$ cat config.mk
export PLATFORM = sky130hd
export DESIGN_NAME = blkprot_ctrl
export DESIGN_NICKNAME = d
export VERILOG_FILES = /design/src/rtl/blkprot_pkg.sv /design/src/rtl/blkprot_seq.sv /design/src/rtl/blkprot_bits.sv /design/src/rtl/blkprot_ctrl.sv
export SDC_FILE = /design/constraint.sdc
export NUM_CORES = 1
export LEC_CHECK = 0
export BUFFER_PORTS_ARGS = -buffer_cell sky130_fd_sc_hd__buf_2
export CORE_MARGIN = 3
export CORE_UTILIZATION = 45
export DETAILED_ROUTE_END_ITERATION = 10
export PLACE_DENSITY_LB_ADDON = 0.12
export SLEW_MARGIN = 20
export SYNTH_ARGS = -nofsm -noshare
export SYNTH_HDL_FRONTEND = slang
export SYNTH_HIERARCHICAL = 1
export SYNTH_SLANG_ARGS = --single-unit
export TNS_END_PERCENT = 100
$ cat constraint.sdc
create_clock -name clk -period 3 [get_ports clk]
set_input_delay 0.6 -clock clk [delete_from_list [all_inputs] [get_ports clk]]
set_output_delay 0.6 -clock clk [all_outputs]
set_load 0.01 [all_outputs]
$ cat src/rtl/blkprot_pkg.sv
package blkprot_pkg;

    localparam logic [7:0] OP_PSET    = 8'h57;
    localparam logic [7:0] OP_PREL    = 8'h47;
    localparam logic [7:0] OP_MARK    = 8'h77;
    localparam logic [7:0] OP_ERALL   = 8'hA7;
    localparam logic [7:0] OP_CONFIRM = 8'hD0;

    typedef enum logic {
        SEQ_IDLE = 1'b0,
        SEQ_CONF = 1'b1
    } seq_e;

    typedef enum logic [1:0] {
        PEND_PSET  = 2'd0,
        PEND_PREL  = 2'd1,
        PEND_MARK  = 2'd2,
        PEND_ERALL = 2'd3
    } pend_e;

endpackage

$ cat src/rtl/blkprot_seq.sv
module blkprot_seq
    import blkprot_pkg::*;
#(
    parameter int ADDR_W = 18,
    parameter int BLK_W  = 3
) (
    input  logic              clk,
    input  logic              por_n,
    input  logic              dpd_n,
    input  logic              wr_en,
    input  logic [ADDR_W-1:0] wr_addr,
    input  logic [7:0]        wr_data,
    input  logic              unprot,
    output logic              go_pset,
    output logic              go_prel,
    output logic              go_mark,
    output logic              go_erall,
    output logic [BLK_W-1:0]  mark_idx,
    output logic              seq_err
);

    typedef struct packed {
        seq_e  st;
        pend_e pend;
    } seq_t;

    seq_t seq_d, seq_q;
    logic conf_data_ok;
    logic conf_addr_ok;
    logic addr_unused;

    assign conf_data_ok = (wr_data == OP_CONFIRM);
    assign conf_addr_ok = (wr_addr[9:8] == 2'b00) && (&wr_addr[7:0]);
    assign mark_idx     = wr_addr[ADDR_W-1 -: BLK_W];
    assign addr_unused  = ^wr_addr;

    always_comb begin
        seq_d    = seq_q;
        go_pset  = 1'b0;
        go_prel  = 1'b0;
        go_mark  = 1'b0;
        go_erall = 1'b0;
        seq_err  = 1'b0;
        if (wr_en) begin
            if (seq_q.st == SEQ_IDLE) begin
                unique case (wr_data)
                    OP_PSET:  begin seq_d.st = SEQ_CONF; seq_d.pend = PEND_PSET;  end
                    OP_PREL:  begin seq_d.st = SEQ_CONF; seq_d.pend = PEND_PREL;  end
                    OP_MARK:  begin seq_d.st = SEQ_CONF; seq_d.pend = PEND_MARK;  end
                    OP_ERALL: begin seq_d.st = SEQ_CONF; seq_d.pend = PEND_ERALL; end
                    default:  seq_d = seq_q;
                endcase
            end else begin
                seq_d.st = SEQ_IDLE;
                unique case (seq_q.pend)
                    PEND_PSET:  if (conf_data_ok && conf_addr_ok) go_pset = 1'b1;
                                else seq_err = 1'b1;
                    PEND_PREL:  if (conf_data_ok && conf_addr_ok) go_prel = 1'b1;
                                else seq_err = 1'b1;
                    PEND_MARK:  if (conf_data_ok && unprot) go_mark = 1'b1;
                                else seq_err = 1'b1;
                    PEND_ERALL: if (conf_data_ok) go_erall = 1'b1;
                                else seq_err = 1'b1;
                    default:    seq_err = 1'b1;
                endcase
            end
        end
        if (!por_n || !dpd_n) begin
            seq_d.st   = SEQ_IDLE;
            seq_d.pend = PEND_PSET;
        end
    end

    always_ff @(posedge clk) begin
        seq_q <= seq_d;
    end

    AST_ONE_ACTION: assert property (@(posedge clk) disable iff (!por_n || !dpd_n)
        $onehot0({go_pset, go_prel, go_mark, go_erall, seq_err}));
    AST_MARK_NEEDS_RELEASE: assert property (@(posedge clk) disable iff (!por_n || !dpd_n)
        go_mark |-> unprot);
    AST_ACTION_ON_CONFIRM: assert property (@(posedge clk) disable iff (!por_n || !dpd_n)
        (go_pset || go_prel || go_mark || go_erall) |-> (wr_en && wr_data == OP_CONFIRM));

endmodule

$ cat src/rtl/blkprot_bits.sv
module blkprot_bits #(
    parameter int              NBLK      = 8,
    parameter int              BLK_W     = 3,
    parameter logic [NBLK-1:0] LOCK_INIT = '0
) (
    input  logic             clk,
    input  logic             por_n,
    input  logic             dpd_n,
    input  logic             go_pset,
    input  logic             go_prel,
    input  logic             go_mark,
    input  logic             go_erall,
    input  logic [BLK_W-1:0] mark_idx,
    input  logic             seq_err,
    input  logic             req_valid,
    input  logic [BLK_W-1:0] req_blk,
    output logic             req_ok,
    output logic             unprot,
    output logic             erall_req,
    output logic [NBLK-1:0]  erall_mask,
    output logic             cmd_err,
    output logic             prot_err
);

    typedef struct packed {
        logic [NBLK-1:0] stored;
        logic [NBLK-1:0] active;
        logic            unprot;
        logic            erall;
        logic [NBLK-1:0] mask;
        logic            cerr;
        logic            perr;
    } bits_t;

    bits_t bits_d, bits_q;

    always_comb begin
        bits_d       = bits_q;
        bits_d.erall = 1'b0;
        if (go_pset) begin
            bits_d.active = bits_q.stored;
            bits_d.unprot = 1'b0;
        end
        if (go_prel) begin
            bits_d.active = '0;
            bits_d.unprot = 1'b1;
        end
        if (go_mark) begin
            bits_d.stored[mark_idx] = 1'b1;
        end
        if (go_erall) begin
            bits_d.erall = 1'b1;
            bits_d.mask  = ~bits_q.active;
        end
        if (seq_err) begin
            bits_d.cerr = 1'b1;
        end
        if (req_valid && bits_q.active[req_blk]) begin
            bits_d.perr = 1'b1;
        end
        if (!dpd_n) begin
            bits_d.active = '1;
            bits_d.unprot = 1'b0;
            bits_d.erall  = 1'b0;
            bits_d.mask   = '0;
            bits_d.cerr   = 1'b0;
            bits_d.perr   = 1'b0;
        end
        if (!por_n) begin
            bits_d        = '0;
            bits_d.stored = LOCK_INIT;
            bits_d.active = '1;
        end
    end

    always_ff @(posedge clk) begin
        bits_q <= bits_d;
    end

    assign req_ok     = ~bits_q.active[req_blk];
    assign unprot     = bits_q.unprot;
    assign erall_req  = bits_q.erall;
    assign erall_mask = bits_q.mask;
    assign cmd_err    = bits_q.cerr;
    assign prot_err   = bits_q.perr;

    AST_WAKE_ALL_PROTECTED: assert property (@(posedge clk) disable iff (!por_n)
        !dpd_n |=> (&bits_q.active));
    AST_MARK_KEEPS_ACTIVE: assert property (@(posedge clk) disable iff (!por_n || !dpd_n)
        (go_mark && !go_pset && !go_prel) |=> $stable(bits_q.active));
    AST_RELEASE_OPENS: assert property (@(posedge clk) disable iff (!por_n || !dpd_n)
        go_prel |=> (bits_q.active == '0));
    AST_LOAD_COPIES: assert property (@(posedge clk) disable iff (!por_n || !dpd_n)
        go_pset |=> (bits_q.active == bits_q.stored));
    AST_ERALL_SINGLE: assert property (@(posedge clk) disable iff (!por_n || !dpd_n)
        erall_req |=> !erall_req);
    AST_ERALL_MASK: assert property (@(posedge clk) disable iff (!por_n || !dpd_n)
        erall_req |-> (erall_mask == ~bits_q.active));
    AST_VIOLATION_STICKS: assert property (@(posedge clk) disable iff (!por_n || !dpd_n)
        (req_valid && !req_ok) |=> prot_err);

endmodule

$ cat src/rtl/blkprot_ctrl.sv
module blkprot_ctrl #(
    parameter int              NBLK      = 8,
    parameter int              ADDR_W    = 18,
    parameter logic [NBLK-1:0] LOCK_INIT = '0,
    localparam int             BLK_W     = $clog2(NBLK)
) (
    input  logic              clk,
    input  logic              por_n,
    input  logic              dpd_n,
    input  logic              wr_en,
    input  logic [ADDR_W-1:0] wr_addr,
    input  logic [7:0]        wr_data,
    input  logic              req_valid,
    input  logic [BLK_W-1:0]  req_blk,
    output logic              req_ok,
    output logic              erall_req,
    output logic [NBLK-1:0]   erall_mask,
    output logic              cmd_err,
    output logic              prot_err
);

    logic             go_pset;
    logic             go_prel;
    logic             go_mark;
    logic             go_erall;
    logic             seq_err;
    logic             unprot;
    logic [BLK_W-1:0] mark_idx;

    blkprot_seq #(
        .ADDR_W (ADDR_W),
        .BLK_W  (BLK_W)
    ) u_seq (
        .clk      (clk),
        .por_n    (por_n),
        .dpd_n    (dpd_n),
        .wr_en    (wr_en),
        .wr_addr  (wr_addr),
        .wr_data  (wr_data),
        .unprot   (unprot),
        .go_pset  (go_pset),
        .go_prel  (go_prel),
        .go_mark  (go_mark),
        .go_erall (go_erall),
        .mark_idx (mark_idx),
        .seq_err  (seq_err)
    );

    blkprot_bits #(
        .NBLK      (NBLK),
        .BLK_W     (BLK_W),
        .LOCK_INIT (LOCK_INIT)
    ) u_bits (
        .clk        (clk),
        .por_n      (por_n),
        .dpd_n      (dpd_n),
        .go_pset    (go_pset),
        .go_prel    (go_prel),
        .go_mark    (go_mark),
        .go_erall   (go_erall),
        .mark_idx   (mark_idx),
        .seq_err    (seq_err),
        .req_valid  (req_valid),
        .req_blk    (req_blk),
        .req_ok     (req_ok),
        .unprot     (unprot),
        .erall_req  (erall_req),
        .erall_mask (erall_mask),
        .cmd_err    (cmd_err),
        .prot_err   (prot_err)
    );

    AST_COLD_PROTECTED: assert property (@(posedge clk)
        !por_n |=> (!req_ok && !cmd_err && !prot_err && !erall_req));

endmodule

### Word level (Yosys, flattened, before mapping)

Index checks and enable logic that the tools add are counted.
W data, S select, Z words.

* register bits after elaboration: 31
* output and inout port bits: 12
* logic and storage cells: 70
* input bits: 34

* eq/ne operators: 8
* bitwise gates (word level): 4
* magnitude comparators: 3
* reductions and logical operators: 16
* mux-type cells: 30

Operators by type and width (number)
* $mux W9: 3
* $eq A8 B7 Y1 const B: 3
* $mux W1: 23
* $eq A8 B8 Y1 const B: 2
* $pmux W3 S4: 1
* $lt A3 B4 Y1 const B: 2
* $not A8 Y8: 1
* $or A8 B8 Y8: 1
* $reduce_and A8 Y1: 1
* $logic_and A1 B1 Y1: 5
* $eq A2 B2 Y1 const B: 2
* $logic_not A2 Y1: 2
* $reduce_bool A4 Y1: 1
* $bmux W1 S3: 1
* $demux W1 S3: 1
* $ge A3 B1 Y1 const B: 1
* $pmux W1 S3: 1
* $reduce_and A3 Y1: 1
* $eq A2 B1 Y1 const B: 1
* $logic_not A1 Y1: 2
* $not A1 Y1: 2
* $reduce_and A2 Y1: 1
* $reduce_bool A2 Y1: 1
* $reduce_or A2 Y1: 1
* $logic_or A1 B1 Y1: 1

### Depth between registers and ports, before layout

* depth after elaboration: 9
* depth in mapped cells: 8
* gate-level depth less buffers: 7

### Cells and area by module

The synthesis kept the hierarchy.

Modules (own cells, without submodules)
* blkprot_bits: seq. area each 560.5 um^2, times used 1, area each 1134.8 um^2, cells each 118
* blkprot_seq: seq. area each 60.1 um^2, times used 1, area each 317.8 um^2, cells each 43

### Worst setup path after synthesis

Ideal clock, no wire load.

* path type: input -> register
* start: in wr_data[1]
* end: reg u_bits.bits_q[12]
* buffers on the path: 0
* path slack: 0.578 ns
* arrival time: 2.269 ns
* cell stages on the path: 5
* cells stage by stage: or4b_1 > nor4_2 > nand3_2 > nor4_1 > o21ai_0

* cells in the longest elaborated chain, start to end: 7

Ends and longest elaborated chain
* start, declared: RTL line blkprot_ctrl.sv:12 `input logic [7:0] wr_data,`
* $eq A8 B8 Y1 *: RTL line blkprot_seq.sv:32 `assign conf_data_ok = (wr_data == OP_CONFIRM);`
* $logic_and A1 B1 Y1 *: RTL line blkprot_seq.sv:58 `PEND_PREL: if (conf_data_ok && conf_addr_ok) go_prel = 1'b1;`
* $mux W1 *: RTL line blkprot_seq.sv:58
* $mux W1 *: RTL line blkprot_seq.sv:55 `unique case (seq_q.pend)`
* $mux W1 *: RTL line blkprot_seq.sv:45 `if (seq_q.st == SEQ_IDLE) begin`
* $mux W1 *: RTL line blkprot_seq.sv:44 `if (wr_en) begin`
* via go_prel: RTL line blkprot_ctrl.sv:23 `logic go_prel;`
* $mux W9 or $reduce_bool A2 Y1 (tied branches)
* end signal, assigned: RTL line blkprot_bits.sv:77 `bits_q <= bits_d;`
* end, declared: RTL line blkprot_bits.sv:35 `bits_t bits_d, bits_q;`

Mark *: on every way through the listed nets, which the timed path passes. The rest lies on a longest branch.
A chain may end at the register's enable or synchronous reset.

### Final worst setup path

* start: in wr_data[5]
* end: reg u_bits.bits_q[13]

* cells in the longest elaborated chain, start to end: 7

Ends and longest elaborated chain
* $eq A8 B8 Y1: RTL line blkprot_seq.sv:32
* $logic_and A1 B1 Y1: RTL line blkprot_seq.sv:56 `PEND_PSET: if (conf_data_ok && conf_addr_ok) go_pset = 1'b1;`
* $mux W1: RTL line blkprot_seq.sv:56
* $mux W1: RTL line blkprot_seq.sv:55
* $mux W1: RTL line blkprot_seq.sv:45
* $mux W1: RTL line blkprot_seq.sv:44
* via go_pset: RTL line blkprot_ctrl.sv:22 `logic go_pset;`
* $reduce_bool A2 Y1 (no line)

The timed path passes the listed nets, and every way through them passes these cells.

==> flow_summary.json <==
{
  "synth_area_per_cell_um2": 9.02,
  "fin_cells": 236,
  "port_buffers": 40,
  "drive_gt1_share_pct": 27.8,
  "cts_max_level": 2,
  "clockRootBuffer": "clkbuf_4",
  "gp_congestion": 0.737,
  "hold_depth": 2,
  "synth-seq-cells": 31,
  "cts_hold_buf": 0,
  "register_area_um2": 621,
  "ir_drop_v": 0.000259,
  "cts_setup_buffers": 0,
  "setup_viol": 0,
  "crit_arrival_ns": 2.41,
  "crit_top_cell": "nor4_2",
  "final-hold-violation-count": 0,
  "r2r_cells": 5,
  "cts_resized": 0,
  "synth-simple-area-share_pct": 21.3,
  "cp_cell_sequence": "buf_2 > or4b_1 > nor4_2 > nand3_2 > nor4_2 > buf_4 > mux2i_1 > o21ai_0",
  "grt_max_degree": 15,
  "netlist_area_um2": 1450,
  "path_max_fanout": 9,
  "yosys.cell_types.count": 36,
  "power.density_nw_per_um2": 397,
  "vias": 1206,
  "reg2reg_setup_slack_ns": 1.66,
  "reg2reg_from": "u_seq/seq_q[1]",
  "synth_top_family_by_area": "simple AND/OR/NAND/NOR gates",
  "antennaDiodeCount": 0,
  "grt_pass1_vias": 1073,
  "period_needed_ns": 2.22,
  "gr-usage-all-layers_pct": 15.6,
  "rr_endpoint": "u_bits/erall_mask[2]",
  "relSlewSlack_pct": 59.5,
  "ys_seq_area_share_pct": 42.7,
  "critPathRequiredTime_ns": 3.19,
  "cts_num_sinks": 31,
  "design.core.area_um2": 2920,
  "cts.clk_slew.worst_paths_ns": 0.08,
  "fin_skew_ns": 0.00478,
  "critical_path_class": "primary input to flop",
  "yosysWarningCount": 6,
  "synthCells": 161,
  "synth_ff_type": "dfxtp_1",
  "rows": 19,
  "grt_setup_unrepaired": "no",
  "fmax_ghz": 0.450,
  "syn_to_final_growth_pct": 15.0,
  "grt_pass1_wl_um": 4870,
  "synth-compound-area-share_pct": 15.6,
  "hold_path.startpoint": "u_bits/erall_mask[7]",
  "startpoint_type": "primary input",
  "finalCritPeriodShare_pct": 74.1,
  "synth_fp_nets": 195,
  "final_nets": 229,
  "antenna_found_initial": 0,
  "ios": 46,
  "synth_edf_count": 0,
  "avgRoutedWirePerCell_um": 12.4,
  "synth_xor_area_share_pct": 0,
  "setup_tns_ns": 0,
  "critPathSlowestCell": "or4b_1",
  "worst_pin_slew_ns": 0.606,
  "outcome": "completed",
  "power.leakage_nw": 0.703,
  "initial_core_util_pct": 49.7,
  "clock_latency_ns": 0.32,
  "fillers": 286,
  "tritoncts": "done",
  "multi_input_area_um2": 707,
  "die_h_um": 62.8,
  "cts_buffers": 5,
  "synthArstFlopShare_pct": 0,
  "via_per_inst": 5.11,
  "crit_path_end_kind": "flop",
  "slowest_delay_ns": 0.51,
  "gr-total-overflow": 0,
  "final_antenna_net_count": 0,
  "hold_path.class": "flop to flop",
  "die_x_um": 62.8,
  "synthAdderAreaFrac_pct": 0,
  "finalMaxSlewViolations": 0,
  "dr.pass1.iters": 4,
  "dpl.hpwl_um": 2290,
  "die-area_um2": 3950,
  "routed_wl_um": 2940,
  "synthMuxAreaShare_pct": 11.4,
  "cts_buffer_depth": 2,
  "drv_cap": 0,
  "initialDrtViolationCount": 58,
  "place_inst": 230,
  "drc": 0,
  "min_to": "u_bits/erall_mask[7]"
}
## synthesized netlist by cell type, types with 2 or more instances
master,instances,area share [%]
nor2_1,21,5.4
o21ai_0,8,2.8
buf_4,11,5.7
o21a_1,8,4.1
mux2i_1,15,10
a211oi_1,6,3.1
clkbuf_1,2,0.52
and3_1,2,0.86
a21oi_1,5,1.7
nor2b_1,3,1.3
inv_1,7,1.8
nor4_1,2,0.86
dfxtp_1,31,43
nand2_1,9,2.3
nand4_1,2,0.86
buf_2,3,1.0
nand2b_1,3,1.3
nor3_1,5,1.7
## worst max-delay path by stage
stage	cells past startpoint	from	end
floorplan	5	wr_data[1]	u_bits/bits_q[12]
global placement	8	wr_data[5]	u_bits/bits_q[22]
detailed placement	8	wr_data[5]	u_bits/bits_q[13]
CTS	8	wr_data[5]	u_bits/bits_q[13]
global route	8	wr_data[5]	u_bits/bits_q[22]
finish	8	wr_data[5]	u_bits/bits_q[13]
## state kept, by name, indices dropped and copies added (netlist names)
signal and flops:
u_bits/erall_mask 8, u_bits/prot_err 1, u_bits/bits_q 16, u_bits/erall_req 1, u_seq/seq_q 3, u_bits/unprot 1
u_bits/cmd_err 1
## cell usage in the layout (no fill, tap or decap), types with 2 or more instances in the layout
master and instances:
a211oi_1 6, a21oi_1 5, and3_1 2, buf_2 40
buf_4 3, clkbuf_4 5, dfxtp_1 31, inv_1 7
mux2i_1 15, nand2_1 9, nand2b_1 3, nand4_1 2
nor2_1 21, nor2b_1 3, nor3_1 5, nor4_2 2
o21a_1 8, o21ai_0 8
## power by group
group	internal, mW	switching, mW
combinational	0.0231	0.0253
clock	0.0831	0.119
sequential	0.412	0.000536
total	0.518	0.145
## kinds of logic after synthesis
group                  count (synthesis)
AOI/OAI and AO/OA                     33
buffers and inverters                 23
DFF                                   31
muxes                                 16
and+or+nand+nor                       58
## through the flow
step                setup slack (ns)  hold WS, ns  power (mW)  cell area, um^2  utilization (%)
global placement               0.471        0.453       0.469             1630             55.7
detailed placement             0.427        0.455       0.470             1630             55.7
global route                   0.639        0.490       0.705             1670             57.1
CTS                            0.768        0.474       0.673             1670             57.1
finish                         0.777        0.476       0.663             1670             57.1
floorplan                      0.578        0.437       0.445             1450                -
## critical path, delay by kind of cell
| kind | cells | cell delay [ns] |
|---|---|---|
| AND/OR/NAND/NOR | 4 | 1.15 |
| buffers and inverters | 2 | 0.37 |
| multiplexers | 1 | 0.20 |
| AO/OA/AOI/OAI | 1 | 0.09 |
## layout make-up
type / instances / area share (%)
Clock buffer: 6 / 2.47
Inverter: 7 / 1.57
Multi-Input combinational cell: 107 / 42.3
Sequential cell: 31 / 37.2
Tap cell: 42 / 3.15
Timing Repair Buffer: 43 / 13.3
## routing by layer
metal	GRT usage, %	vias up	routed length (um)
li1	-	627	-
met1	20.5	540	1440
met2	22.5	33	1280
met3	4.86	6	173
met4	8.82	0	38
met5	0	-	0
Note: power is estimated with default switching activity, not from simulation.
